### src/rtl/pix_pack_pkg.sv
package pix_pack_pkg;

    localparam int CHAN_W = 6;
    localparam int PIX_W  = 3 * CHAN_W;
    localparam int CMD_W  = 8;

    typedef enum logic [1:0] {
        FMT_BUS18 = 2'b00,
        FMT_BUS16 = 2'b01,
        FMT_BUS9  = 2'b10,
        FMT_BUS8  = 2'b11
    } fmt_e;

    typedef enum logic [1:0] {
        PH_FIRST  = 2'd0,
        PH_SECOND = 2'd1,
        PH_THIRD  = 2'd2
    } phase_e;

    // Index of the transfer that completes a pixel in each mode.
    function automatic logic [1:0] last_phase(input logic [1:0] fmt, input logic tri_mode);
        logic [1:0] lp;
        unique case (fmt_e'(fmt))
            FMT_BUS18: lp = 2'd0;
            FMT_BUS16: lp = 2'd0;
            FMT_BUS9:  lp = 2'd1;
            FMT_BUS8:  lp = tri_mode ? 2'd2 : 2'd1;
            default:   lp = 2'd0;
        endcase
        return lp;
    endfunction

endpackage

### src/rtl/pix_phase_fsm.sv
module pix_phase_fsm
    import pix_pack_pkg::*;
(
    input  logic       clk,
    input  logic       rst_n,
    input  logic       data_wr,
    input  logic       cmd_wr,
    input  logic [1:0] fmt_sel,
    input  logic       tri_sel,
    output phase_e     phase,
    output logic       final_xfer
);

    phase_e     state_q;
    phase_e     state_d;
    logic [1:0] last_ph;
    logic       at_last;

    always_comb begin
        last_ph = last_phase(fmt_sel, tri_sel);
        at_last = (2'(state_q) >= last_ph);
    end

    // State register
    always_ff @(posedge clk) begin
        if (!rst_n) begin
            state_q <= PH_FIRST;
        end else begin
            state_q <= state_d;
        end
    end

    // Transitions: CMD_RESET, WRAP, ADVANCE
    always_comb begin
        state_d = state_q;
        unique case (state_q)
            PH_FIRST: begin
                if (cmd_wr) begin
                    state_d = PH_FIRST;
                end else if (data_wr && !at_last) begin
                    state_d = PH_SECOND;
                end
            end
            PH_SECOND: begin
                if (cmd_wr) begin
                    state_d = PH_FIRST;
                end else if (data_wr) begin
                    state_d = at_last ? PH_FIRST : PH_THIRD;
                end
            end
            PH_THIRD: begin
                if (cmd_wr || data_wr) begin
                    state_d = PH_FIRST;
                end
            end
            default: state_d = PH_FIRST;
        endcase
    end

    // Outputs
    always_comb begin
        phase      = state_q;
        final_xfer = data_wr && at_last;
    end

endmodule

### src/rtl/pix_lane_merge.sv
module pix_lane_merge
    import pix_pack_pkg::*;
#(
    parameter int CW = CHAN_W
) (
    input  logic [1:0]      fmt_sel,
    input  logic            tri_sel,
    input  phase_e          phase,
    input  logic [3*CW-1:0] din,
    input  logic [3*CW-1:0] acc,
    output logic [3*CW-1:0] merged
);

    localparam int PW   = 3 * CW;
    localparam int HALF = PW / 2;
    localparam int BW   = 8;
    localparam int C5   = CW - 1;

    logic [C5-1:0] r_narrow;
    logic [CW-1:0] g_full;
    logic [C5-1:0] b_narrow;

    always_comb begin
        b_narrow = din[C5-1:0];
        g_full   = din[C5+CW-1:C5];
        r_narrow = din[2*C5+CW-1:C5+CW];
    end

    always_comb begin
        merged = acc;
        unique case (fmt_e'(fmt_sel))
            FMT_BUS18: merged = din;
            FMT_BUS16: merged = {r_narrow, r_narrow[C5-1], g_full, b_narrow, b_narrow[C5-1]};
            FMT_BUS9: begin
                if (phase == PH_FIRST) begin
                    merged[PW-1:HALF] = din[HALF-1:0];
                end else begin
                    merged[HALF-1:0] = din[HALF-1:0];
                end
            end
            FMT_BUS8: begin
                if (tri_sel) begin
                    unique case (phase)
                        PH_FIRST:  merged[3*CW-1:2*CW] = din[BW-1:BW-CW];
                        PH_SECOND: merged[2*CW-1:CW]   = din[BW-1:BW-CW];
                        default:   merged[CW-1:0]      = din[BW-1:BW-CW];
                    endcase
                end else if (phase == PH_FIRST) begin
                    merged[PW-1:PW-BW] = din[BW-1:0];
                end else begin
                    merged[PW-BW-1:0] = {din[BW-1:0], din[3:2]};
                end
            end
            default: merged = acc;
        endcase
    end

endmodule

### src/rtl/pix_wdr.sv
module pix_wdr
    import pix_pack_pkg::*;
#(
    parameter int CW   = CHAN_W,
    parameter int CMDW = CMD_W
) (
    input  logic            clk,
    input  logic            rst_n,
    input  logic            data_wr,
    input  logic            cmd_wr,
    input  logic            final_xfer,
    input  logic            swap_rb,
    input  logic [3*CW-1:0] merged,
    input  logic [3*CW-1:0] din,
    output logic [3*CW-1:0] acc,
    output logic [3*CW-1:0] pix_data,
    output logic            pix_valid,
    output logic [CMDW-1:0] cmd_data,
    output logic            cmd_valid
);

    logic [3*CW-1:0] ordered;

    always_comb begin
        ordered = swap_rb ? {merged[CW-1:0], merged[2*CW-1:CW], merged[3*CW-1:2*CW]}
                          : merged;
    end

    always_ff @(posedge clk) begin
        if (!rst_n) begin
            acc       <= '0;
            pix_data  <= '0;
            pix_valid <= 1'b0;
            cmd_data  <= '0;
            cmd_valid <= 1'b0;
        end else begin
            pix_valid <= final_xfer;
            cmd_valid <= cmd_wr;
            if (data_wr) begin
                acc <= merged;
            end
            if (final_xfer) begin
                pix_data <= ordered;
            end
            if (cmd_wr) begin
                cmd_data <= din[CMDW-1:0];
            end
        end
    end

endmodule

### src/rtl/pix_pack_top.sv
module pix_pack_top
    import pix_pack_pkg::*;
#(
    parameter int CW   = CHAN_W,
    parameter int CMDW = CMD_W
) (
    input  logic            clk,
    input  logic            rst_n,
    input  logic            bus_wr,
    input  logic            bus_dc,
    input  logic [3*CW-1:0] bus_data,
    input  logic [1:0]      fmt_sel,
    input  logic            tri_sel,
    input  logic            swap_rb,
    output logic [3*CW-1:0] pix_data,
    output logic            pix_valid,
    output logic [CMDW-1:0] cmd_data,
    output logic            cmd_valid
);

    localparam int PW = 3 * CW;

    logic          data_wr;
    logic          cmd_wr;
    logic          final_xfer;
    phase_e        phase;
    logic [PW-1:0] acc;
    logic [PW-1:0] merged;

    always_comb begin
        data_wr = bus_wr && bus_dc;
        cmd_wr  = bus_wr && !bus_dc;
    end

    pix_phase_fsm u_fsm (
        .clk        (clk),
        .rst_n      (rst_n),
        .data_wr    (data_wr),
        .cmd_wr     (cmd_wr),
        .fmt_sel    (fmt_sel),
        .tri_sel    (tri_sel),
        .phase      (phase),
        .final_xfer (final_xfer)
    );

    pix_lane_merge #(.CW(CW)) u_merge (
        .fmt_sel (fmt_sel),
        .tri_sel (tri_sel),
        .phase   (phase),
        .din     (bus_data),
        .acc     (acc),
        .merged  (merged)
    );

    pix_wdr #(.CW(CW), .CMDW(CMDW)) u_wdr (
        .clk        (clk),
        .rst_n      (rst_n),
        .data_wr    (data_wr),
        .cmd_wr     (cmd_wr),
        .final_xfer (final_xfer),
        .swap_rb    (swap_rb),
        .merged     (merged),
        .din        (bus_data),
        .acc        (acc),
        .pix_data   (pix_data),
        .pix_valid  (pix_valid),
        .cmd_data   (cmd_data),
        .cmd_valid  (cmd_valid)
    );

endmodule

### config.mk
export PLATFORM = sky130hd
export DESIGN_NAME = pix_pack_top
export DESIGN_NICKNAME = d
export VERILOG_FILES = /design/src/rtl/pix_pack_pkg.sv /design/src/rtl/pix_phase_fsm.sv /design/src/rtl/pix_lane_merge.sv /design/src/rtl/pix_wdr.sv /design/src/rtl/pix_pack_top.sv
export SDC_FILE = /design/constraint.sdc
export NUM_CORES = 1
export LEC_CHECK = 0
export BUFFER_PORTS_ARGS = -buffer_cell sky130_fd_sc_hd__clkbuf_2
export CAP_MARGIN = 5
export CORE_MARGIN = 4
export CORE_UTILIZATION = 50
export CTS_CLUSTER_SIZE = 30
export DETAILED_ROUTE_END_ITERATION = 7
export GPL_TIMING_DRIVEN = 0
export PLACE_DENSITY_LB_ADDON = 0.3
export SLEW_MARGIN = 40
export SYNTH_ARGS = -nofsm -noshare
export SYNTH_HDL_FRONTEND = slang
export SYNTH_SLANG_ARGS = --single-unit
### constraint.sdc
create_clock -name clk -period 3 [get_ports clk]
set_input_delay 0.45 -clock clk [delete_from_list [all_inputs] [get_ports clk]]
set_output_delay 0.45 -clock clk [all_outputs]
set_load 0.05 [all_outputs]
==> results.toml <==
[synth]
ys_warn_count = 0
synth-edff-count = 0
syn_avg_cell_area_um2 = 8.39
ys.flop_type = "dfxtp_1"
synthDistinctLibCells = 47
synth.area.mux_share = 0.108
synth-simple-area-share = 0.178
synth_compound_area_frac = 0.289
synth_top_family_by_area = "compound AO/OA/AOI/OAI gates"
synthXorXnorAreaFrac = 0
syn_area_um2 = 2710
synthArstFlopShare = 0
synthCells = 323
synth_fa_ha_area_frac = 0.00923
synth.ff_latch_count = 48
ys_seq_area_frac = 0.355
synth_fp_nets = 351

[critical_path]
worstPathRequired_ns = 3.18
reg2regPathDepth = 11
crit_path_end = "u_wdr.pix_data[5]"
ff2ff_setup_slack_ns = 0.52
endpoint_kind = "register"
crit_start = "fmt_sel[1]"
arrival_ns = 2.73
crit-reg2reg-launch = "u_fsm.phase[0]"
timing.rr.end = "u_wdr.pix_data[5]"
cp_max_fo = 19
criticalPathCategory = "in -> reg"
crit_path_start_kind = "input pin"

[detailed_routing]
vias_per_cell = 6.18
wl_per_cell_um = 17.6
wl_um = 7910
drtIter0Drc = 361
drc = 0
dr_total_vias = 2777
dr.pass1.iters = 7
antenna_left = 0

[clocking]
clock-sinks = 48
cts_setup_buffers = 0
htree_levels = 2
path_clk_slew_ns = 0.09
clockBufferDepth = 2
cts_buffers = 5
clockRootBuffer = "clkbuf_8"
cts_tree = "done"
cts_resized = 0
clk-insertion-delay-late_ns = 0.31
cts_hold_buf = 0

[cells_and_area]
mostFrequentLayoutCells = "nand2_1 (52), clkbuf_2 (49), dfxtp_1 (48)"
areaGrowthSynthToFinish_pct = 18.0
diodes = 0
final_common_cell = "nand2_1"
layout-drive-gt1-share = 0.214
final_nets = 406
fin_cells = 449

[run_status]
status = "finished clean"

[pwr]
p_leak_nw = 1.37
p_per_area_nw_per_um2 = 521
finalPower_mw = 1.67
ir_drop_mv = 0.331

[hold_path]
worst_hold_path_type = "reg -> reg"
hp-start = "u_wdr.pix_data[9]"

[sta]
holdWs_ns = 0.458
timing.slew.headroom = 0.650
fin_crit_sh = 0.851
tightest_slew_ns = 0.525
finClkSkew_ns = 0.0101
finalSetupViolCount = 0
fin_crit_ns = 2.55
drv_slew = 0
finalHoldViolCount = 0
rsz0062_at_grt = "false"
fmax_mhz = 391

[die]
core-area_um2 = 5170
fp.dieH_um = 81.6
top_level_ports = 54
dieArea_um2 = 6660
die_width_um = 81.6
num_rows = 26
start_util = 0.524

[grt]
grt_use_met3 = 0.0504
grt_usage = 0.248
grt_max_degree = 16
use_met1 = 0.318
overflow = 0
antenna_found_initial = 0
grt_pass1_vias = 2690
grt.busiest_layer = "met2"
grt_pass1_wl_um = 12800
grt_util_met2 = 0.410

[place]
io_buffers = 49
routabilityCongestion = 0.923
dp_cells = 442
hpwl_um = 5770

[job]
maxCapViolations = 0
power breakdown:
| group | internal (mW) | total (mW) | switching [mW] | leakage (nW) |
|---|---|---|---|---|
| logic | 0.111 | 0.336 | 0.225 | 0.898 |
| clock network | 0.417 | 0.638 | 0.222 | 0.0784 |
| registers | 0.672 | 0.693 | 0.0206 | 0.393 |
cells in the mapped netlist (2+ instances only):
master / number / share of area
or2_1: 2 / 0.0046
nor2_1: 17 / 0.024
nor2b_1: 3 / 0.0069
nor3_1: 6 / 0.011
nand3_1: 2 / 0.0037
buf_2: 5 / 0.0092
clkbuf_1: 15 / 0.021
o221ai_1: 22 / 0.071
dfxtp_1: 48 / 0.35
nor3b_1: 2 / 0.0055
buf_1: 2 / 0.0028
nand2_1: 52 / 0.072
o21a_1: 6 / 0.017
mux2_2: 3 / 0.012
ha_1: 2 / 0.0092
o21ai_1: 8 / 0.015
mux2i_1: 26 / 0.096
o32a_1: 2 / 0.0074
a21oi_1: 20 / 0.037
nand2b_1: 4 / 0.0092
and2_1: 4 / 0.0092
o211a_1: 6 / 0.022
buf_4: 7 / 0.019
inv_1: 2 / 0.0028
o211ai_1: 3 / 0.0083
a22o_1: 3 / 0.0097
o21ba_1: 3 / 0.011
a21boi_0: 9 / 0.025
o21ai_0: 13 / 0.024
a211oi_1: 2 / 0.0055
o22ai_1: 4 / 0.0092
or3_1: 4 / 0.0092
o221a_2: 2 / 0.0083
cell type report:
| class | instances | area (um^2) |
|---|---|---|
| Multi-Input combinational cell | 242 | 1590 |
| Inverter | 3 | 11.3 |
| Clock inverter | 3 | 90.1 |
| Tap cell | 70 | 87.6 |
| Sequential cell | 48 | 961 |
| Fill cell | 477 | 1970 |
| Clock buffer | 5 | 68.8 |
| Buffer | 29 | 149 |
| Timing Repair Buffer | 49 | 245 |
state kept, by name, indices dropped and copies added (netlist names):
signal	flops
u_wdr.pix_data	18
u_wdr.cmd_data	8
u_wdr.acc	18
u_wdr.pix_valid	1
u_fsm.phase	2
u_wdr.cmd_valid	1
layer usage:
layer	routed length [um]	share of wire
met2	3700	0.47
met5	0	0
met3	568	0.072
met1	3430	0.43
met4	216	0.027
per-stage QoR:
step	util	setup slack (ns)	instance area (um^2)	TNS, ns
floorplan	-	0.564	2710	0
global route	0.618	0.228	3200	0
detailed placement	0.588	-0.163	3040	-1.95
CTS	0.619	0.121	3200	0
global placement	0.588	-0.108	3040	-1.36
finish	0.618	0.446	3200	0
worst max-delay path, stage by stage:
cell	delay, ns
clkbuf_2	0.14
buf_2	0.35
a21boi_0	0.23
ha_1	0.25
nand2b_1	0.14
a21oi_1	0.26
nor2_1	0.08
nand2_1	0.21
inv_2	0.12
nand2b_1	0.13
buf_2	0.21
o221ai_1	0.15
logic make-up after synthesis:
family                     after synthesis
adders and majority gates                2
and+or+nand+nor                        102
muxes                                   29
buffers and inverters                   33
DFF                                     48
AOI/OAI and AO/OA                      109
worst min-delay path by stage:
stage | slack [ns] | end | depth (start not counted)
after floorplan | 0.44 | u_wdr.acc[5] | 2
after global placement | 0.44 | u_wdr.pix_data[10] | 2
after detailed placement | 0.45 | u_wdr.pix_data[10] | 2
after CTS | 0.46 | u_wdr.pix_data[9] | 2
after global routing | 0.48 | u_wdr.pix_data[10] | 2
final | 0.46 | u_wdr.pix_data[9] | 2
(Power assumes the default switching activity.)
